<file path="src/rtl/por_pkg.sv">
package por_pkg;
  typedef enum logic [1:0] {
    ST_HOLD  = 2'd0,
    ST_COUNT = 2'd1,
    ST_RUN   = 2'd2
  } seq_state_t;

  function automatic int unsigned cnt_width(input int unsigned max_val);
    return (max_val < 2) ? 1 : $clog2(max_val + 1);
  endfunction
endpackage

</file>
<file path="src/rtl/por_uv_filter.sv">
module por_uv_filter #(
  parameter int unsigned BLANK_TICKS = 7
) (
  input  logic clk,
  input  logic rst,
  input  logic tick_us,
  input  logic uv_flag,
  output logic uv_conf
);
  localparam int unsigned BW = por_pkg::cnt_width(BLANK_TICKS);

  logic [BW-1:0] blank_cnt;

  assign uv_conf = (blank_cnt == BW'(BLANK_TICKS));

  always_ff @(posedge clk) begin
    if (rst || !uv_flag) begin
      blank_cnt <= '0;
    end else if (tick_us && !uv_conf) begin
      blank_cnt <= blank_cnt + 1'b1;
    end
  end

  // confirmation only appears on a tick while the flag is high
  p_confirm_on_tick_r7: assert property (@(posedge clk) disable iff (rst)
    $rose(uv_conf) |-> ($past(tick_us) && $past(uv_flag)));

  // counter never passes the blanking limit
  p_blank_bound_r7: assert property (@(posedge clk) disable iff (rst)
    blank_cnt <= BW'(BLANK_TICKS));
endmodule

</file>
<file path="src/rtl/por_delay_timer.sv">
module por_delay_timer #(
  parameter int unsigned SLOW_TICKS = 16500,
  parameter int unsigned FAST_TICKS = 8500
) (
  input  logic clk,
  input  logic rst,
  input  logic start,
  input  logic run,
  input  logic tick_us,
  input  logic fast_sel,
  output logic done
);
  localparam int unsigned MAXT = (SLOW_TICKS > FAST_TICKS) ? SLOW_TICKS : FAST_TICKS;
  localparam int unsigned CW   = por_pkg::cnt_width(MAXT);

  logic [CW-1:0] dly_cnt;
  logic          sel_q;
  logic [CW-1:0] last_val;

  assign last_val = sel_q ? CW'(FAST_TICKS - 1) : CW'(SLOW_TICKS - 1);
  assign done     = run && tick_us && (dly_cnt == last_val);

  always_ff @(posedge clk) begin
    if (rst) begin
      dly_cnt <= '0;
      sel_q   <= 1'b0;
    end else if (start) begin
      dly_cnt <= '0;
      sel_q   <= fast_sel;
    end else if (run && tick_us && !done) begin
      dly_cnt <= dly_cnt + 1'b1;
    end
  end

  // the selected delay is frozen while counting
  p_sel_frozen_r6: assert property (@(posedge clk) disable iff (rst)
    (run && !$past(start) && !$past(rst)) |-> $stable(sel_q));

  // the count never runs past the selected limit
  p_no_overrun_r4: assert property (@(posedge clk) disable iff (rst)
    run |-> (dly_cnt <= last_val));
endmodule

</file>
<file path="src/rtl/por_reset_seq.sv">
module por_reset_seq #(
  parameter int unsigned BLANK_TICKS = 7,
  parameter int unsigned SLOW_TICKS  = 16500,
  parameter int unsigned FAST_TICKS  = 8500
) (
  input  logic clk,
  input  logic rst,
  input  logic tick_us,
  input  logic enable,
  input  logic uv_flag,
  input  logic delay_fast,
  output logic ro_n,
  output logic in_reset
);
  import por_pkg::*;

  seq_state_t state_q, state_d;
  logic       uv_conf;
  logic       fault;
  logic       start;
  logic       run;
  logic       done;
  logic       ro_n_q;

  por_uv_filter #(.BLANK_TICKS(BLANK_TICKS)) u_filter (
    .clk     (clk),
    .rst     (rst),
    .tick_us (tick_us),
    .uv_flag (uv_flag),
    .uv_conf (uv_conf)
  );

  assign fault = !enable || uv_conf;
  assign start = (state_q == ST_HOLD) && !fault;
  assign run   = (state_q == ST_COUNT) && !fault;

  por_delay_timer #(.SLOW_TICKS(SLOW_TICKS), .FAST_TICKS(FAST_TICKS)) u_timer (
    .clk      (clk),
    .rst      (rst),
    .start    (start),
    .run      (run),
    .tick_us  (tick_us),
    .fast_sel (delay_fast),
    .done     (done)
  );

  always_comb begin
    state_d = state_q;
    if (fault) begin
      state_d = ST_HOLD;
    end else begin
      unique case (state_q)
        ST_HOLD:  state_d = ST_COUNT;
        ST_COUNT: state_d = done ? ST_RUN : ST_COUNT;
        ST_RUN:   state_d = ST_RUN;
        default:  state_d = ST_HOLD;
      endcase
    end
  end

  always_ff @(posedge clk) begin
    if (rst) begin
      state_q <= ST_HOLD;
      ro_n_q  <= 1'b0;
    end else begin
      state_q <= state_d;
      ro_n_q  <= (state_d == ST_RUN);
    end
  end

  assign ro_n     = ro_n_q;
  assign in_reset = !ro_n_q;

  // disable forces reset on the following clock
  p_disable_holds_r3: assert property (@(posedge clk) disable iff (rst)
    !enable |=> !ro_n);

  // a confirmed undervoltage drives reset on the next clock
  p_uv_reacts_r8: assert property (@(posedge clk) disable iff (rst)
    uv_conf |=> !ro_n);

  // release happens only on a tick edge
  p_release_on_tick_r4: assert property (@(posedge clk) disable iff (rst)
    $rose(ro_n) |-> $past(tick_us));

  // once released, reset returns only through a fault
  p_stays_released_r10: assert property (@(posedge clk) disable iff (rst)
    $fell(ro_n) |-> ($past(!enable) || $past(uv_conf)));

  // status output mirrors the reset pin
  always_comb begin
    p_status_mirror_r2: assert (in_reset == !ro_n);
  end
endmodule

</file>
<file path="config.mk">
export PLATFORM = sky130hd
export DESIGN_NAME = por_reset_seq
export DESIGN_NICKNAME = d
export VERILOG_FILES = /design/src/rtl/por_pkg.sv /design/src/rtl/por_uv_filter.sv /design/src/rtl/por_delay_timer.sv /design/src/rtl/por_reset_seq.sv
export SDC_FILE = /design/constraint.sdc
export NUM_CORES = 1
export LEC_CHECK = 0
export BUFFER_PORTS_ARGS = -buffer_cell sky130_fd_sc_hd__buf_4
export CORE_UTILIZATION = 50
export CTS_BUF_LIST = sky130_fd_sc_hd__clkbuf_2 sky130_fd_sc_hd__clkbuf_4 sky130_fd_sc_hd__clkbuf_8
export DETAILED_ROUTE_END_ITERATION = 8
export GPL_ROUTABILITY_DRIVEN = 1
export PLACE_DENSITY = 0.65
export SYNTH_ARGS = -nofsm -noshare
export SYNTH_HDL_FRONTEND = slang
export SYNTH_SLANG_ARGS = --single-unit
</file>
<file path="constraint.sdc">
create_clock -name clk -period 3.15 [get_ports clk]
set_input_delay 0 -clock clk [delete_from_list [all_inputs] [get_ports clk]]
set_output_delay 0 -clock clk [all_outputs]
set_load 0.02 [all_outputs]
</file>
==> results of run 1 <==
routing by layer:
metal  up-vias  global-route usage (%)  share of wire [%]
met3         4                    3.09                5.3
met4         0                    7.62                1.5
met2        31                    39.0                 48
li1        515                       -                  -
met5         -                       0                  0
met1       474                    28.9                 45
cell type report:
cell class	count	area, um^2	area share (%)
multi-input combinational	101	662	50.9
sequential	22	440	33.9
timing repair buffer	12	100	7.70
tap	27	33.8	2.60
clock inverter	1	30.0	2.31
clock buffer	3	22.5	1.73
inverter	3	11.3	0.866
synthesized netlist by cell type, types with 3 or more instances:
cell | n | area (um^2)
nor3_1 | 3 | 15.0
nor2_1 | 7 | 26.3
a21oi_1 | 7 | 35.0
o31ai_1 | 4 | 30.0
mux2i_1 | 7 | 70.1
or4_1 | 3 | 22.5
xnor2_1 | 5 | 43.8
dfxtp_1 | 22 | 440
ha_1 | 3 | 37.5
a211oi_1 | 3 | 22.5
o21ai_0 | 4 | 20.0
nand3_1 | 7 | 35.0
inv_1 | 3 | 11.3
nor3b_1 | 3 | 22.5
nand2_1 | 15 | 56.3
or3_1 | 6 | 37.5
tightest hold or removal path, stage by stage:
cell      delay [ps]
buf_4            120
nor3b_1          130
nand3b_1         100
o31ai_1           80
stage by stage:
step	area (um^2)	total power, W
after floorplan	1130	0.000311
after global placement	1210	0.000321
after detailed placement	1210	0.000323
after CTS	1300	0.000541
after global routing	1300	0.000556
final	1300	0.000538
report_power, final:
group	internal (W)	leakage, nW	switching (W)	total, W
logic	0.0000177	0.230	0.0000197	0.0000374
registers	0.000281	0.178	0.00000260	0.000283
clock network	0.000128	0.0279	0.0000889	0.000217
total	0.000427	0.436	0.000111	0.000538
kinds of logic after synthesis:
group / Yosys count / synth area share [%]
AND/OR/NAND/NOR: 63 / 31.5
adder cells (fa/ha/maj): 3 / 3.32
multiplexers: 7 / 6.19
AO/OA/AOI/OAI: 23 / 13.6
flip-flops: 22 / 38.9
XOR/XNOR: 5 / 3.87
buffers and inverters: 6 / 2.65
final timing paths:
| kind | from | to | slack, ps |
|---|---|---|---|
| worst max-delay path | u_filter.blank_cnt[0] | u_timer.dly_cnt[11] | 580 |
| worst max register to register | u_filter.blank_cnt[0] | u_timer.dly_cnt[11] | 580 |
| worst min register to register | u_timer.dly_cnt[1] | u_timer.dly_cnt[1] | 520 |
| worst min-delay path | enable | ro_n | 150 |
cell usage in the layout, fill, tap and decap left out, types with 5 or more instances in the layout:
cell type,n
dfxtp_1,22
nand2_1,15
buf_4,8
nand3_1,7
a21oi_1,7
nor2_1,7
mux2i_1,7
or3_1,6
xnor2_1,5
registers in the layout, indices dropped and copies added, names as in the netlist:
signal / cells
ro_n: 1
u_timer.sel_q: 1
u_filter.blank_cnt: 3
u_timer.dly_cnt: 15
state_q: 2
==> out/metrics.yaml, run 1 <==
yosys:
  synthCells: 129
  synth_seq_area_share_pct: 38.9
  yosys_warnings: 0
  avgSynthCellArea_um2: 8.78
  yosys_register_bits: 22
  ys_async_sr_fraction_pct: 0
  syn_area_um2: 1130
  synth.distinct_cells: 35
  syn_nets: 138
  synth-edff-count: 0
  ys.flop_type: "dfxtp_1"
sta:
  hold_viol_final: 0
  relSlewSlack_pct: 48.6
  setup_viol: 0
  tns_ps: 0
  period_share_pct: 81.4
  layout_setup_ws_ps: 584
  fin_crit_ps: 2570
  holdWs_ps: 149
  max_freq_mhz: 390
  rsz0062_at_grt: "false"
  slew_violations: 0
  worstMarginPinSlew_ps: 766
  skew_ps: 17.6
global_route:
  overflow: 0
  antenna_found_initial: 0
  grt.total_usage_pct: 22.7
  grt_max_degree: 14
  grt_pass1_vias: 951
  grt_pass1_wl_um: 4340
die:
  die_x_um: 49.6
  die_area_um2: 2460
  rows: 16
  start_util_pct: 55.5
  ios: 8
  fp.dieH_um: 49.6
  coreArea_um2: 2040
critical_path:
  path_class: "register to register"
  cpMostUsedCell: "ha_1"
  max_stage_delay_ps: 570
  critical_path.top_delay_family: "simple AND/OR/NAND/NOR gates"
  critPathLaunchType: "register"
  slowest_stage: "or4_4"
  cp_num_cells: 6
  path_cells: "ha_1 > ha_1 > or3b_1 > or4_4 > or4_1 > a21oi_1"
  cp.required_ps: 3410
  critPathMaxFanout: 9
  crit_buf_inv: 0
  r2r_cells: 6
  crit_path_end_kind: "register"
  critPathArrivalTime_ps: 2820
route:
  dr.pass1.iters: 4
  first_iter_violations: 24
  postRouteAntennaNets: 0
  viasPerCell: 6.06
  dr_total_vias: 1024
  drc_errors: 0
  wl_per_cell_um: 15.1
  routed_wl_um: 2550
clock_network:
  htreeDepth: 1
  ctsResizeCount: 0
  cts_post_setup_buffers_inserted: 0
  cts_tree: "done"
  clk_path_buf_depth: 2
  clk_latency_ps: 310
  cts_hold_buffers: 4
  numCtsBuffers: 3
  clkSinkCount: 22
  clk_pin_slew_ps: 140
  ctsRootBufferMaster: "clkbuf_4"
power_and_ir_drop:
  p_per_area_nw_per_um2: 414
  vdd_drop_max_mv: 0.252
  leakagePower_nw: 0.436
final_layout:
  synthToLayoutAreaGrowth_pct: 14.8
  fill_cells: 176
  nNetsFinal: 152
  drive_gt1_share_pct: 12.0
  fin_cells: 169
  utilization_pct: 63.7
  diodes: 0
place:
  dp.cells: 161
  dp_hpwl_um: 1800
  gp_congestion: 0.864
  pre_cts_ws_ps: 585
  numPortBuffers: 7
run_status:
  status: "completed"
flow_run:
  timing.max_cap.violations: 0
min_path:
  min_path_type: "input pin to register"
  whs_path_depth: 4
No activity file was read; power rests on OpenSTA's default activity.
==> run 2: changes to the inputs <==
- ABC_AREA: unset -> 1
- PLACE_DENSITY: 0.65 -> 0.67
- clock period: 3.15 -> 2.35 ns (I/O delays scaled with it)
==> run 2 against run 1 <==
- sequential share of layout area fell by 3.1 points
- critical path depth up 4
- sequential cell count did not move
- final cell count up 44%
- die area grew 14%
- largest power group unchanged
==> out/metrics.yaml, run 2 <==
run_status:
  status: "completed"
die:
  die_x_um: 53.0
  die_area_um2: 2810
  rows: 18
  fp.dieH_um: 53.0
  coreArea_um2: 2480
  ios: 8
  start_util_pct: 52.5
critical_path:
  r2r-start: "u_timer.dly_cnt[0]"
  crit_path_end_kind: "register"
  r2r_cells: 10
  critPathLaunchType: "register"
  critPathArrivalTime_ps: 2100
  cp.required_ps: 2550
  rrSetupSlack_ps: 460
  cp-endpoint: "u_timer.dly_cnt[9]"
  r2r_end: "u_timer.dly_cnt[9]"
  startpoint: "u_timer.dly_cnt[0]"
  path_class: "register to register"
  critPathMaxFanout: 16
global_route:
  grt.total_usage_pct: 23.0
  grt_max_degree: 17
  grt_pass1_wl_um: 4780
  overflow: 0
  grt_pass1_vias: 1184
  antenna_found_initial: 0
clock_network:
  ctsResizeCount: 0
  ctsRootBufferMaster: "clkbuf_4"
  numCtsBuffers: 3
  htreeDepth: 1
  cts_tree: "done"
  clk_path_buf_depth: 2
  clk_pin_slew_ps: 130
  clk_latency_ps: 320
  clkSinkCount: 22
route:
  wl_per_cell_um: 11.3
  dr_total_vias: 1265
  postRouteAntennaNets: 0
  drc_errors: 0
  routed_wl_um: 2760
  viasPerCell: 5.18
  dr.pass1.iters: 4
  first_iter_violations: 37
place:
  gp_congestion: 0.820
  numPortBuffers: 7
  dp_hpwl_um: 2080
  dp.cells: 237
yosys:
  synth_seq_area_share_pct: 33.8
  syn_nets: 211
  yosys_register_bits: 22
  netlist_top_cells_count: "nand2_1 (67), nor2_1 (32), dfxtp_1 (22)"
  ys.flop_type: "dfxtp_1"
  synth-edff-count: 0
  syn_area_um2: 1300
  yosysTopAreaCellShare_pct: 33.8
  yosys-top-cells-area: "dfxtp_1 (34%), nand2_1 (19%), nor2_1 (9.2%)"
  yosys.area.top_type: "dfxtp_1"
  avgSynthCellArea_um2: 6.44
  synth.distinct_cells: 22
  ys_async_sr_fraction_pct: 0
  yosys_warnings: 0
  synth_most_common_cell: "nand2_1"
  synthCells: 202
power_and_ir_drop:
  vdd_drop_max_mv: 0.350
  p_per_area_nw_per_um2: 440
  finalPower_w: 0.000631
  leakagePower_nw: 0.548
final_layout:
  mostFrequentLayoutCells: "nand2_1 (67), nor2_1 (32), dfxtp_1 (22)"
  synthToLayoutAreaGrowth_pct: 10.1
  largest_register_ff_count: 15
  top_register: "u_timer.dly_cnt"
  nNetsFinal: 224
  final_common_cell: "nand2_1"
  utilization_pct: 57.8
  drive_gt1_share_pct: 9.81
  largestRegisters: "u_timer.dly_cnt (15), u_filter.blank_cnt (3), state_q (2)"
  fin_cells: 244
  diodes: 0
sta:
  relSlewSlack_pct: 67.3
  hold_viol_final: 0
  max_freq_mhz: 529
  tns_ps: 0
  worstMarginPinSlew_ps: 491
  rsz0062_at_grt: "false"
  fin_crit_ps: 1890
  setup_viol: 0
  slew_violations: 0
  skew_ps: 13.3
  period_share_pct: 80.5
flow_run:
  timing.max_cap.violations: 0
min_path:
  min_path_type: "input pin to register"
==> run 2: changes by cell type in the layout (fill, tap and decap cells not counted), sizes merged, moves of 8 or more <==
cell / delta
inv: +18
nand2: +54
a21oi: +9
or3: -8
nor2: +26
nand3: +8
==> run 2: power breakdown <==
group / internal (W) / switching, W
combinational: 0.0000155 / 0.0000225
sequential: 0.000377 / 0.00000448
clock: 0.0000948 / 0.000117
==> run 2: critical path: stages (launching register included) <==
cell,delay [ps]
dfxtp_1,470
ha_1,340
inv_2,60
nor2_1,110
nand2_1,100
nor2_4,110
nand3_4,120
nand2_4,190
inv_2,120
nand2_1,100
a21oi_2,60
==> run 2: metal layers <==
| layer | wire, um | part of all wire [%] | vias to the layer above | global-route usage, % |
|---|---|---|---|---|
| met5 | 0 | 0 | - | 0 |
| met4 | 27 | 0.98 | 0 | 8.33 |
| met3 | 61 | 2.2 | 3 | 1.72 |
| met2 | 1360 | 49 | 20 | 41.1 |
| met1 | 1310 | 47 | 575 | 28.4 |
| li1 | - | - | 667 | - |
==> run 2: repair_timing <==
action | 4_1_cts | 5_1_grt
endpoints found under the hold margin | 8 | 0
hold buffers | 3 | 0
setup buffers | 0 | 0
==> run 2: cells by family (layout without fill, tap and decap cells) <==
family,count (synthesis),count (layout),synth area share (%)
flip-flops,22,22,33.8
AND/OR/NAND/NOR,129,129,43.1
AO/OA/AOI/OAI,20,20,8.85
buffers and inverters,23,35,7.98
XOR/XNOR,5,5,3.37
adder cells (fa/ha/maj),3,3,2.88
==> run 2: per-stage QoR <==
step | worst slack, ps | area, um^2 | hold WS (ps)
4_1_cts | 458 | 1430 | 62.4
2_1_floorplan | 762 | 1300 | 79.3
6_report | 458 | 1430 | 61.8
3_3_place_gp | 589 | 1370 | 209
3_5_place_dp | 508 | 1370 | 213
5_1_grt | 253 | 1430 | 104
==> run 2: how the worst min path moves through the flow <==
stage	startpoint	endpoint	cells after the start
final	tick_us	u_filter.blank_cnt[1]	5
after global routing	tick_us	u_filter.blank_cnt[2]	5
after CTS	enable	state_q[0]	5
after detailed placement	rst	state_q[1]	2
after global placement	rst	state_q[0]	2
after floorplan	rst	ro_n	1
==> run 2: area by class of cell <==
class,instances,area [um^2]
Clock buffer,4,36.3
Fill cell,242,1040
Inverter,21,78.8
Multi-Input combinational cell,157,757
Sequential cell,22,440
Tap cell,30,37.5
Timing Repair Buffer,10,82.6
==> run 3: changes to the inputs <==
- PLACE_DENSITY: 0.67 -> 0.65
- clock period: 2.35 -> 2 ns (I/O delays scaled with it)
==> run 3 against run 2 <==
- setup slack lost 240 ps
- register-to-register slack lost 240 ps
- critical path depth shrank 1
- routed wire length grew 3.2%
- non-clock buffer count grew 4
- die area is the same
- critical path type unchanged
- critical endpoint unchanged
- largest cell class unchanged
- largest power group unchanged
==> out/metrics.yaml, run 3 (synthesis results as in run 2) <==
run_status:
  status: "completed"
critical_path:
  critPathLaunchType: "register"
  max_stage_delay_ps: 350
  cpMostUsedCell: "ha_1"
  slowest_stage: "dfxtp_1"
  critPathArrivalTime_ps: 2040
  path_cells: "ha_1 > ha_1 > nor2_1 > nand4_1 > inv_1 > nand2_4 > inv_2 > nand2_1 > a21oi_2"
  cp.required_ps: 2260
  path_class: "register to register"
  critPathMaxFanout: 16
  crit_path_end_kind: "register"
final_layout:
  drive_gt1_share_pct: 11.5
  register_area_um2: 440
  mostFrequentLayoutCells: "nand2_1 (67), nor2_1 (32), dfxtp_1 (22)"
  top_register: "u_timer.dly_cnt"
  largest_register_ff_count: 15
  largestRegisters: "u_timer.dly_cnt (15), u_filter.blank_cnt (3), state_q (2)"
  multi_input_area_um2: 757
  final_common_cell: "nand2_1"
  nNetsFinal: 228
  fill_cells: 241
  diodes: 0
  synthToLayoutAreaGrowth_pct: 13.7
clock_network:
  cts_tree: "done"
  htreeDepth: 1
  clk_latency_ps: 320
  clk_path_buf_depth: 2
  clkSinkCount: 22
  ctsResizeCount: 0
  cts_post_setup_buffers_inserted: 0
  numCtsBuffers: 3
  clk_pin_slew_ps: 130
  ctsRootBufferMaster: "clkbuf_4"
place:
  numPortBuffers: 7
  pre_cts_ws_ps: 234
  dp_hpwl_um: 2140
  gp_congestion: 0.912
sta:
  fin_crit_ps: 1780
  slew_violations: 0
  rsz0062_at_grt: "false"
  holdWs_ps: 60.0
  hold_viol_final: 0
  max_freq_mhz: 562
  relSlewSlack_pct: 76.9
  tns_ps: 0
  skew_ps: 6.86
  worstMarginPinSlew_ps: 345
  setup_viol: 0
  layout_setup_ws_ps: 222
  period_share_pct: 88.9
global_route:
  overflow: 0
  grt_pass1_wl_um: 4620
  grt_max_degree: 17
  grt_pass1_vias: 1078
  antenna_found_initial: 0
  grt.total_usage_pct: 22.6
die:
  fp.dieH_um: 53.0
  rows: 18
  die_x_um: 53.0
  start_util_pct: 52.5
  coreArea_um2: 2480
  ios: 8
  die_area_um2: 2810
route:
  viasPerCell: 5.18
  postRouteAntennaNets: 0
  first_iter_violations: 38
  drc_errors: 0
  routed_wl_um: 2850
  dr.pass1.iters: 4
  wl_per_cell_um: 11.5
  dr_total_vias: 1284
flow_run:
  timing.max_cap.violations: 0
power_and_ir_drop:
  leakagePower_nw: 0.576
  vdd_drop_max_mv: 0.514
  p_per_area_nw_per_um2: 573
min_path:
  min_path_type: "input pin to register"
[run 3: worst max-delay path, delay by kind of cell, from the launching register on]
kind            cells  cell delay (ps)
fa+ha+maj           2              390
compound gates      1              130
buf+inv             2              300
simple gates        4              540
flops               1              350
[run 3: power breakdown]
| part | switching [W] | total (W) | internal, W |
|---|---|---|---|
| Sequential | 0.00000457 | 0.000448 | 0.000443 |
| Combinational | 0.0000282 | 0.0000491 | 0.0000209 |
| Clock | 0.000147 | 0.000350 | 0.000203 |
| Total | 0.000180 | 0.000847 | 0.000667 |
[run 3: repair_timing]
item                                    CTS  global route
hold buffers                              3             0
endpoints found under the hold margin     7             0
endpoints found under the setup margin    0             0
[run 3: layout make-up]
class	count	share of cell area (%)
sequential	22	29.8
clock buffer	3	1.52
clock inverter	1	2.03
timing repair buffer	14	7.61
multi-input combinational	157	51.2
tap	30	2.54
inverter	21	5.33
[run 3: path summary, 6_finish.rpt]
check	from	end	slack, ps	cells past startpoint
worst max-delay path	u_filter.blank_cnt[0]	u_timer.dly_cnt[9]	220	9
worst min-delay path	enable	state_q[0]	60	5
worst max register to register	u_filter.blank_cnt[0]	u_timer.dly_cnt[9]	220	9
worst min register to register	u_filter.blank_cnt[1]	u_filter.blank_cnt[1]	480	2
[run 3: per-stage QoR]
step	power (W)	std cells	utilization (%)	cell area, um^2
floorplan	0.000485	202	-	1300
global placement	0.000500	241	56.4	1400
finish	0.000847	248	59.7	1480
detailed placement	0.000502	241	56.4	1400
global route	0.000877	248	59.7	1480
CTS	0.000855	248	59.7	1480
[run 3: metal layers]
layer | wire (um) | vias to the layer above | GRT usage [%]
li1 | - | 675 | -
met1 | 1240 | 577 | 26.3
met2 | 1460 | 28 | 40.7
met3 | 122 | 4 | 6.03
met4 | 28 | 0 | 4.82
met5 | 0 | - | 0
